**src/rtl/wsr_pkg.sv**
```systemverilog
package wsr_pkg;
    typedef enum logic [2:0] {
        ST_OFF,
        ST_HUNT,
        ST_ADDR,
        ST_DATA,
        ST_GAP
    } fe_state_t;
endpackage

```
**src/rtl/wsr_sync_edge.sv**
```systemverilog
module wsr_sync_edge #(
    parameter int STAGES = 2
) (
    input  logic clk,
    input  logic rst_n,
    input  logic sclk_i,
    input  logic sdi_i,
    output logic rise_o,
    output logic sdi_o
);
    logic [STAGES-1:0] clk_sh;
    logic [STAGES-1:0] dat_sh;
    logic              clk_last;

    always_ff @(posedge clk or negedge rst_n) begin
        if (!rst_n) begin
            clk_sh   <= '0;
            dat_sh   <= '0;
            clk_last <= 1'b0;
        end else begin
            clk_sh   <= {clk_sh[STAGES-2:0], sclk_i};
            dat_sh   <= {dat_sh[STAGES-2:0], sdi_i};
            clk_last <= clk_sh[STAGES-1];
        end
    end

    assign rise_o = clk_sh[STAGES-1] & ~clk_last;
    assign sdi_o  = dat_sh[STAGES-1];
endmodule

```
**src/rtl/wsr_cs_filter.sv**
```systemverilog
module wsr_cs_filter #(
    parameter int STAGES  = 2,
    parameter int CS_FILT = 4
) (
    input  logic clk,
    input  logic rst_n,
    input  logic csel_i,
    output logic cs_sync_o,
    output logic cs_o,
    output logic fall_o
);
    localparam int CW = $clog2(CS_FILT + 1);

    logic [STAGES-1:0] sh;
    logic [CW-1:0]     run;
    logic              level;
    logic              level_d;

    always_ff @(posedge clk or negedge rst_n) begin
        if (!rst_n) begin
            sh      <= '0;
            run     <= '0;
            level   <= 1'b0;
            level_d <= 1'b0;
        end else begin
            sh      <= {sh[STAGES-2:0], csel_i};
            level_d <= level;
            if (sh[STAGES-1] == level) begin
                run <= '0;
            end else if (run == CW'(CS_FILT - 1)) begin
                run   <= '0;
                level <= sh[STAGES-1];
            end else begin
                run <= run + 1'b1;
            end
        end
    end

    assign cs_sync_o = sh[STAGES-1];
    assign cs_o      = level;
    assign fall_o    = level_d & ~level;
endmodule

```
**src/rtl/wsr_frame_fsm.sv**
```systemverilog
module wsr_frame_fsm
    import wsr_pkg::*;
#(
    parameter int CH  = 4,
    parameter int DW  = 8,
    parameter int GAP = 2
) (
    input  logic                   clk,
    input  logic                   rst_n,
    input  logic                   active_i,
    input  logic                   rise_i,
    input  logic                   sdi_i,
    input  logic [CH*DW-1:0]       bank_i,
    output fe_state_t              state_o,
    output logic                   upd_o,
    output logic [$clog2(CH)-1:0]  upd_ch_o,
    output logic [DW-1:0]          upd_data_o,
    output logic                   sdo_o
);
    localparam int AW = $clog2(CH);
    localparam int KW = $clog2(DW + 1);

    fe_state_t     state_q, state_d;
    logic [KW-1:0] cnt_q;
    logic [AW-1:0] addr_q, addr_nx;
    logic [DW-1:0] rx_q, tx_q;
    logic          sdo_q;

    assign addr_nx = {sdi_i, addr_q[AW-1:1]};

    always_comb begin
        state_d = state_q;
        unique case (state_q)
            ST_OFF:  state_d = ST_HUNT;
            ST_HUNT: if (rise_i && sdi_i) state_d = ST_ADDR;
            ST_ADDR: if (rise_i && cnt_q == KW'(AW - 1)) state_d = ST_DATA;
            ST_DATA: if (rise_i && cnt_q == KW'(DW - 1)) state_d = ST_GAP;
            ST_GAP:  if (rise_i && cnt_q == KW'(GAP - 1)) state_d = ST_HUNT;
            default: state_d = ST_OFF;
        endcase
        if (!active_i) state_d = ST_OFF;
    end

    always_ff @(posedge clk or negedge rst_n) begin
        if (!rst_n) state_q <= ST_OFF;
        else        state_q <= state_d;
    end

    always_ff @(posedge clk or negedge rst_n) begin
        if (!rst_n) begin
            cnt_q  <= '0;
            addr_q <= '0;
            rx_q   <= '0;
            tx_q   <= '0;
            sdo_q  <= 1'b0;
        end else if (!active_i) begin
            cnt_q <= '0;
            sdo_q <= 1'b0;
        end else if (rise_i) begin
            unique case (state_q)
                ST_HUNT: cnt_q <= '0;
                ST_ADDR: begin
                    addr_q <= addr_nx;
                    if (cnt_q == KW'(AW - 1)) begin
                        cnt_q <= '0;
                        tx_q  <= bank_i[addr_nx*DW +: DW];
                        sdo_q <= bank_i[addr_nx*DW];
                    end else begin
                        cnt_q <= cnt_q + 1'b1;
                    end
                end
                ST_DATA: begin
                    rx_q  <= {sdi_i, rx_q[DW-1:1]};
                    tx_q  <= tx_q >> 1;
                    sdo_q <= tx_q[1];
                    if (cnt_q == KW'(DW - 1)) begin
                        cnt_q <= '0;
                        sdo_q <= 1'b0;
                    end else begin
                        cnt_q <= cnt_q + 1'b1;
                    end
                end
                ST_GAP: begin
                    if (cnt_q == KW'(GAP - 1)) cnt_q <= '0;
                    else                       cnt_q <= cnt_q + 1'b1;
                end
                default: cnt_q <= '0;
            endcase
        end
    end

    always_comb begin
        state_o    = state_q;
        upd_o      = active_i && rise_i && (state_q == ST_DATA) && (cnt_q == KW'(DW - 1));
        upd_ch_o   = addr_q;
        upd_data_o = {sdi_i, rx_q[DW-1:1]};
        sdo_o      = sdo_q;
    end
endmodule

```
**src/rtl/wsr_frontend.sv**
```systemverilog
module wsr_frontend
    import wsr_pkg::*;
#(
    parameter int CH      = 4,
    parameter int DW      = 8,
    parameter int GAP     = 2,
    parameter int STAGES  = 2,
    parameter int CS_FILT = 4
) (
    input  logic             clk,
    input  logic             rst_n,
    input  logic             sclk_i,
    input  logic             csel_i,
    input  logic             sdi_i,
    input  logic [CH*DW-1:0] nv_image_i,
    output logic             sdo_o,
    output logic             sdo_oe_o,
    output logic [CH*DW-1:0] wiper_o
);
    localparam int AW = $clog2(CH);

    logic          rise, sdi_s;
    logic          cs_sync, cs_f, cs_fall;
    fe_state_t     state;
    logic          upd;
    logic [AW-1:0] upd_ch;
    logic [DW-1:0] upd_data;
    logic [CH*DW-1:0] bank_q;

    wsr_sync_edge #(.STAGES(STAGES)) u_sync (
        .clk(clk), .rst_n(rst_n), .sclk_i(sclk_i), .sdi_i(sdi_i),
        .rise_o(rise), .sdi_o(sdi_s)
    );

    wsr_cs_filter #(.STAGES(STAGES), .CS_FILT(CS_FILT)) u_csf (
        .clk(clk), .rst_n(rst_n), .csel_i(csel_i),
        .cs_sync_o(cs_sync), .cs_o(cs_f), .fall_o(cs_fall)
    );

    wsr_frame_fsm #(.CH(CH), .DW(DW), .GAP(GAP)) u_fsm (
        .clk(clk), .rst_n(rst_n), .active_i(cs_f), .rise_i(rise), .sdi_i(sdi_s),
        .bank_i(bank_q), .state_o(state), .upd_o(upd), .upd_ch_o(upd_ch),
        .upd_data_o(upd_data), .sdo_o(sdo_o)
    );

    for (genvar k = 0; k < CH; k++) begin : g_wiper
        always_ff @(posedge clk) begin
            if (!rst_n || cs_fall)
                bank_q[k*DW +: DW] <= nv_image_i[k*DW +: DW];
            else if (upd && upd_ch == AW'(k))
                bank_q[k*DW +: DW] <= upd_data;
        end
    end

    assign wiper_o  = bank_q;
    assign sdo_oe_o = cs_f;
endmodule

```
**config.mk**
```make
export PLATFORM = sky130hd
export DESIGN_NAME = wsr_frontend
export DESIGN_NICKNAME = d
export VERILOG_FILES = /design/src/rtl/wsr_pkg.sv /design/src/rtl/wsr_sync_edge.sv /design/src/rtl/wsr_cs_filter.sv /design/src/rtl/wsr_frame_fsm.sv /design/src/rtl/wsr_frontend.sv
export SDC_FILE = /design/constraint.sdc
export NUM_CORES = 1
export LEC_CHECK = 0
export CORE_MARGIN = 10
export CORE_UTILIZATION = 54
export DETAILED_ROUTE_END_ITERATION = 12
export PLACE_DENSITY_LB_ADDON = 0.08
export SYNTH_ARGS = -nofsm -noshare
export SYNTH_HDL_FRONTEND = slang
export SYNTH_HIERARCHICAL = 1
export SYNTH_SLANG_ARGS = --single-unit
```
**constraint.sdc**
```tcl
create_clock -name clk -period 4.9 [get_ports clk]
set_clock_uncertainty 0.05 [all_clocks]
set_input_delay 0.735 -clock clk [delete_from_list [all_inputs] [get_ports clk]]
set_output_delay 0.735 -clock clk [all_outputs]
set_load 0.01 [all_outputs]
```
Word level (Yosys, flattened, before mapping)

Cells that the tools add are included.

Logic and storage cells: 101
Input port bits: 37
Output and inout port bits: 34
Register bits after elaboration: 70

Shift-type cells: 1
Bitwise gates (word level): 5
Muxes and demuxes: 30
Add/subtract/negate cells: 2
Reductions and logical operators: 26
Equal/unequal tests: 19
Order comparisons: 1

Operators by type and width:

| kind                | count |
|---|---|
| $mux 8              | 9 |
| $shiftx 32x6->8     | 1 |
| $mux 3              | 7 |
| $mux 4              | 4 |
| $pmux 8 s2          | 1 |
| $ne 3x2->1 const B  | 5 |
| $pmux 3 s5          | 1 |
| $logic_and 1x1->1   | 10 |
| $reduce_bool 2->1   | 5 |
| $eq 3x2->1 const B  | 3 |
| $reduce_and 3->1    | 3 |
| $pmux 4 s2          | 1 |
| $reduce_and 4->1    | 2 |
| $lt 5x6->1 const B  | 1 |
| $mux 1              | 5 |
| $add 4x1->4 const B | 1 |
| $eq 2x2->1 const B  | 2 |
| $eq 4x1->1 const B  | 1 |
| $eq 4x3->1 const B  | 1 |
| $ne 2x1->1 const B  | 2 |
| $add 3x1->3 const B | 1 |
| $eq 3x1->1 const B  | 1 |
| $eq 3x3->1 const B  | 1 |
| $logic_not 3->1     | 1 |
| other kinds (12)    | 15 |

Depth between registers and ports, before layout

Depth after elaboration: 8
Mapped depth: 7
Gate-level depth less buffers: 6

By module

The synthesis kept the hierarchy.

Modules (own cells, without submodules):

| module        | cells an instance | instances | area an instance (sq um) |
|---|---|---|---|
| wsr_frame_fsm | 128               | 1         | 1,428.9 |
| wsr_frontend  | 84                | 1         | 1,358.8 |
| wsr_cs_filter | 15                | 1         | 260.2 |
| wsr_sync_edge | 6                 | 1         | 138.9 |

Least setup slack after synthesis

OpenSTA, ideal clock, no wires.

Path kind: register to register
Start: reg u_csf.level, in the netlist u_csf/cs_o
End: reg bank_q[10], in the netlist wiper_o[10], enable pin
Path slack: 2.595 ns
Period minus slack after synthesis: 2.305 ns
Buffers on the path: 1
Arrival time: 1.871 ns
Cell stages (with the launch flop): 7
Path through: dfrtp_1 > clkbuf_2 > and4b_1 > nand2_2 > nor2_1 > nand2b_1 > o21ai_0

Cells in the longest elaborated chain, start to end: 5
Elaborated cells between the ends (all ways): 8

RTL lines:

| element                         | RTL line            | source |
|---|---|---|
| start, declared                 | wsr_cs_filter.sv:16 | `logic level;` |
| start signal, assigned          | wsr_cs_filter.sv:32 | `level <= sh[STAGES-1];` |
| $logic_and 1x1->1 (3 in series) | wsr_frame_fsm.sv:94 | `upd_o = active_i && rise_i && (state_q == ST_DATA) && (cnt_q == KW'(DW - 1));` |
| net upd                         | wsr_frontend.sv:25  | `logic upd;` |
| $logic_and 1x1->1               | wsr_frontend.sv:50  | `else if (upd && upd_ch == AW'(k))` |
| $reduce_bool 2->1 (no line)     | n/a                 |  |
| end signal, assigned by index   | wsr_frontend.sv:49  | `bank_q[k*DW +: DW] <= nv_image_i[k*DW +: DW];` |
| end signal, assigned by index   | wsr_frontend.sv:51  | `bank_q[k*DW +: DW] <= upd_data;` |
| end, declared                   | wsr_frontend.sv:28  | `logic [CH*DW-1:0] bank_q;` |

The timed path passes the listed nets, and every way through them passes these cells.
A chain may end at the register's enable or synchronous reset.

Worst setup path in the final report

Start: reg u_sync.clk_last
End: reg bank_q[14], in the netlist wiper_o[14], enable pin

Cells in the longest elaborated chain, start to end: 7

RTL lines:

| element                         | RTL line            | source |
|---|---|---|
| start, declared                 | wsr_sync_edge.sv:13 | `logic clk_last;` |
| start signal, assigned          | wsr_sync_edge.sv:23 | `clk_last <= clk_sh[STAGES-1];` |
| $not 1->1                       | wsr_sync_edge.sv:27 | `assign rise_o = clk_sh[STAGES-1] & ~clk_last;` |
| $and 1x1->1                     | wsr_sync_edge.sv:27 |  |
| net rise                        | wsr_frontend.sv:22  | `logic rise, sdi_s;` |
| $logic_and 1x1->1 (3 in series) | wsr_frame_fsm.sv:94 |  |
| net upd                         | wsr_frontend.sv:25  |  |
| $logic_and 1x1->1               | wsr_frontend.sv:50  |  |
| $reduce_bool 2->1 (no line)     | n/a                 |  |

The timed path passes the listed nets, and every way through them passes these cells.

==> results.tsv <==
stage	metric	value	unit
outcome	outcome	completed	
synthesis	yosys_most_used_dff	dfrtp_1	
worst_hold_path	min-delay-start	u_sync/dat_sh[0]	
clocking	root_buffer	clkbuf_8	
sta	timing.slew.headroom	5.45	%
clocking	cts_buffers	9	
detailed_routing	route.detailed.drc	0	
floorplan	fp.coreArea	5610	um2
critical_path	cp-startpoint	u_sync/clk_last	
clocking	cts_htree_levels	3	
floorplan	rows	27	
global_route	grt_use_total	15.9	%
floorplan	start_util	56.8	%
clocking	post-cts-setup-buffer-count	0	
clocking	clockBufferDepth	2	
synthesis	ys_types	46	
power	seq_power_share	45.1	%
synthesis	synth_cells	233	
clocking	cts_sinks	68	
final_layout	regArea	1860	um2
sta	period_share	62.1	%
detailed_routing	dr_total_vias	2170	
critical_path	cp-start-kind	register	
power	clkPwrFrac	23.2	%
critical_path	critical_path_class	register to register	
critical_path	arrival	2940	ps
power	p_sw_share	31.0	%
critical_path	cp.required	4790	ps
critical_path	endpoint_kind	register	
critical_path	slowest_delay	1080	ps
detailed_routing	post_drt_wl_per_cell	20.1	um
final_layout	syn_to_final_growth	28.4	%
synthesis	syn_nets	273	
final_layout	multi_input_area	1220	um2
critical_path	path_cells	nor2b_4 > and4b_1 > nand2_2 > nor2_1 > nand2b_1 > o21ai_0	
final_layout	mostFrequentLayoutCells	69 x clkdlybuf4s50_1, 36 x dfrtp_1, 32 x a21o_1, 32 x edfxtp_1, 13 x nand2_1	
final_layout	num-fill-cells	405	
sta	fin_setup_tns	0	ps
synthesis	syn_area	3190	um2
clocking	ctsResizeCount	0	
detailed_routing	routed_wl	7640	um
sta	slew_viol_final	0	
final_layout	antenna_cells	0	
detailed_routing	vias_per_cell	5.71	
clocking	insertion_delay	340	ps
global_route	grt_pass1_vias	2199	
detailed_routing	dr.pass1.iters	4	
final_layout	final_nets	343	
power	leakagePower	1.88	nW
floorplan	io-pin-count	71	
place	hpwl	5660	um
final_layout	final_common_cell	clkdlybuf4s50_1	
final_layout	drive_above_1_share	11.4	%
global_route	grt_antenna_before_repair	0	
sta	setup_viol	0	
place	io_buffers	70	
flow_run	drv_cap	0	
power	peakVddDrop	308	uV
sta	hold_viol_final	0	
global_route	grt_pass1_wl	12000	um
floorplan	dieHeight	96.8	um
sta	tightest_slew	1400	ps
critical_path	critical_path_buf_inv_count	0	
critical_path	cp_slowest_cell	o21ai_0	
sta	rsz0062_at_grt	no	
clocking	hold_buffers	0	
detailed_routing	ant_nets	0	
clocking	cts.clk_slew.worst_paths	70	ps
synthesis	yosys_warnings	6	
floorplan	die_w	96.8	um
sta	period_needed	3040	ps
clocking	cts_tree	done	
power	p_int	1.38	mW
floorplan	die-area	9370	um2
worst_hold_path	hold_path.class	register to register	
global_route	overflow	0	
final_layout	fin_area	4090	um2
critical_path	crit_fanout	16	
sta	max_freq	329	MHz
power	switchingPower	0.620	mW
place	dpl_cell_area	3890	um2
synthesis	synth_edf_count	32	
synthesis	avgSynthCellArea	13.7	um2
power	powerDensity	489	nW/um2
synthesis	synth_seq_cells	68	
detailed_routing	drt-initial-drc-count	111	
power	combPwrFrac	31.7	%
global_route	grt_max_degree	33	
critical_path	cp_top_family	simple AND/OR/NAND/NOR gates	
synthesis	synth_seq_area_share	58.4	%
place	place.gp.congestion	0.830	
synthesis	async_reset_ff_share	52.9	%
critical_path	r2r-start	u_sync/clk_last	
Yosys cell counts, types with 2 or more instances:
cell type | count | area share [%]
dfrtp_1 | 36 | 28
a21o_1 | 32 | 7.5
edfxtp_1 | 32 | 30
nand2_1 | 13 | 1.5
and3b_1 | 8 | 2.2
mux2_1 | 8 | 2.8
mux4_2 | 8 | 5.7
o21ai_0 | 7 | 1.1
o21ai_1 | 7 | 1.1
mux2i_1 | 6 | 1.9
inv_1 | 5 | 0.59
nor2_1 | 5 | 0.59
a21oi_1 | 4 | 0.63
buf_2 | 4 | 0.63
and2_1 | 3 | 0.59
buf_4 | 3 | 0.71
buf_6 | 3 | 1.1
ha_1 | 3 | 1.2
nand3_1 | 3 | 0.47
nand3b_1 | 3 | 0.71
nor2b_1 | 3 | 0.59
o22ai_1 | 3 | 0.59
a31oi_1 | 2 | 0.39
and3_1 | 2 | 0.39
mux2_2 | 2 | 0.71
nand2_2 | 2 | 0.39
nor2b_4 | 2 | 0.86
nor3_1 | 2 | 0.31
nor3b_2 | 2 | 0.79
o211ai_1 | 2 | 0.47
o32ai_1 | 2 | 0.55
xnor2_1 | 2 | 0.55
registers in the layout, summed over array words and instances, names as in the netlist:
name / flops
u_fsm/upd_ch_o: 2
u_csf/sh: 2
u_sync/clk_sh: 2
u_fsm/cnt_q: 4
u_fsm/sdo_o: 1
u_csf/cs_o: 1
u_sync/dat_sh: 2
wiper_o: 32
u_csf/run: 3
u_fsm/state_o: 3
u_csf/level_d: 1
u_fsm/rx_q: 7
u_sync/clk_last: 1
u_fsm/tx_q: 7
worst paths after layout:
check	endpoint	slack, ps	cells after the start
hold reg to reg	u_sync/dat_sh[1]	300	0
min in group asynchronous	u_fsm/state_o[2]	320	1
hold / removal	u_sync/dat_sh[1]	300	0
max in group asynchronous	u_sync/clk_last	3800	2
setup reg to reg	wiper_o[14]	1860	6
setup / recovery	wiper_o[14]	1860	6
power by group through the flow:
stage               registers [mW]  logic (mW)  clock network, mW
finish                       0.903       0.634              0.464
global route                 0.929       0.684              0.492
CTS                          0.906       0.640              0.467
detailed placement           0.916       0.635                  0
global placement             0.913       0.622                  0
floorplan                    0.884       0.373                  0
metrics by stage:
step / hold slack, ps / setup slack (ps) / cells / utilization (%) / total power, mW
5_1_grt: 320 / 1680 / 380 / 73.0 / 2.10
3_3_place_gp: 283 / 2020 / 364 / 69.5 / 1.53
3_5_place_dp: 289 / 1890 / 364 / 69.5 / 1.55
4_1_cts: 304 / 1860 / 380 / 73.0 / 2.01
6_report: 305 / 1860 / 380 / 73.0 / 2.00
2_1_floorplan: 281 / 2600 / 233 / - / 1.26
metal layers:
layer  part of all wire [%]  vias up  GRT usage [%]
met5                      0        -              0
met1                     41     1071           19.5
met2                     50       76           25.5
li1                       -     1014              -
met4                   0.85        0           6.09
met3                    7.9        9           4.76
cells by family (layout without fill, tap and decap cells):
group / Yosys count / after routing / synth area share, %
flops: 68 / 68 / 58.4
fa+ha+maj: 3 / 3 / 1.18
xor+xnor: 2 / 2 / 0.550
compound gates: 63 / 63 / 13.5
mux: 24 / 24 / 11.1
simple gates: 56 / 56 / 12.0
buf+inv: 17 / 92 / 3.26
layout make-up:
| class | instances | share of cell area (%) |
|---|---|---|
| Clock buffer | 14 | 3.97 |
| Clock inverter | 2 | 0.856 |
| Inverter | 5 | 0.459 |
| Multi-Input combinational cell | 148 | 29.8 |
| Sequential cell | 68 | 45.5 |
| Tap cell | 72 | 2.20 |
| Timing Repair Buffer | 71 | 17.2 |
No activity file was read; power rests on OpenSTA's default activity.
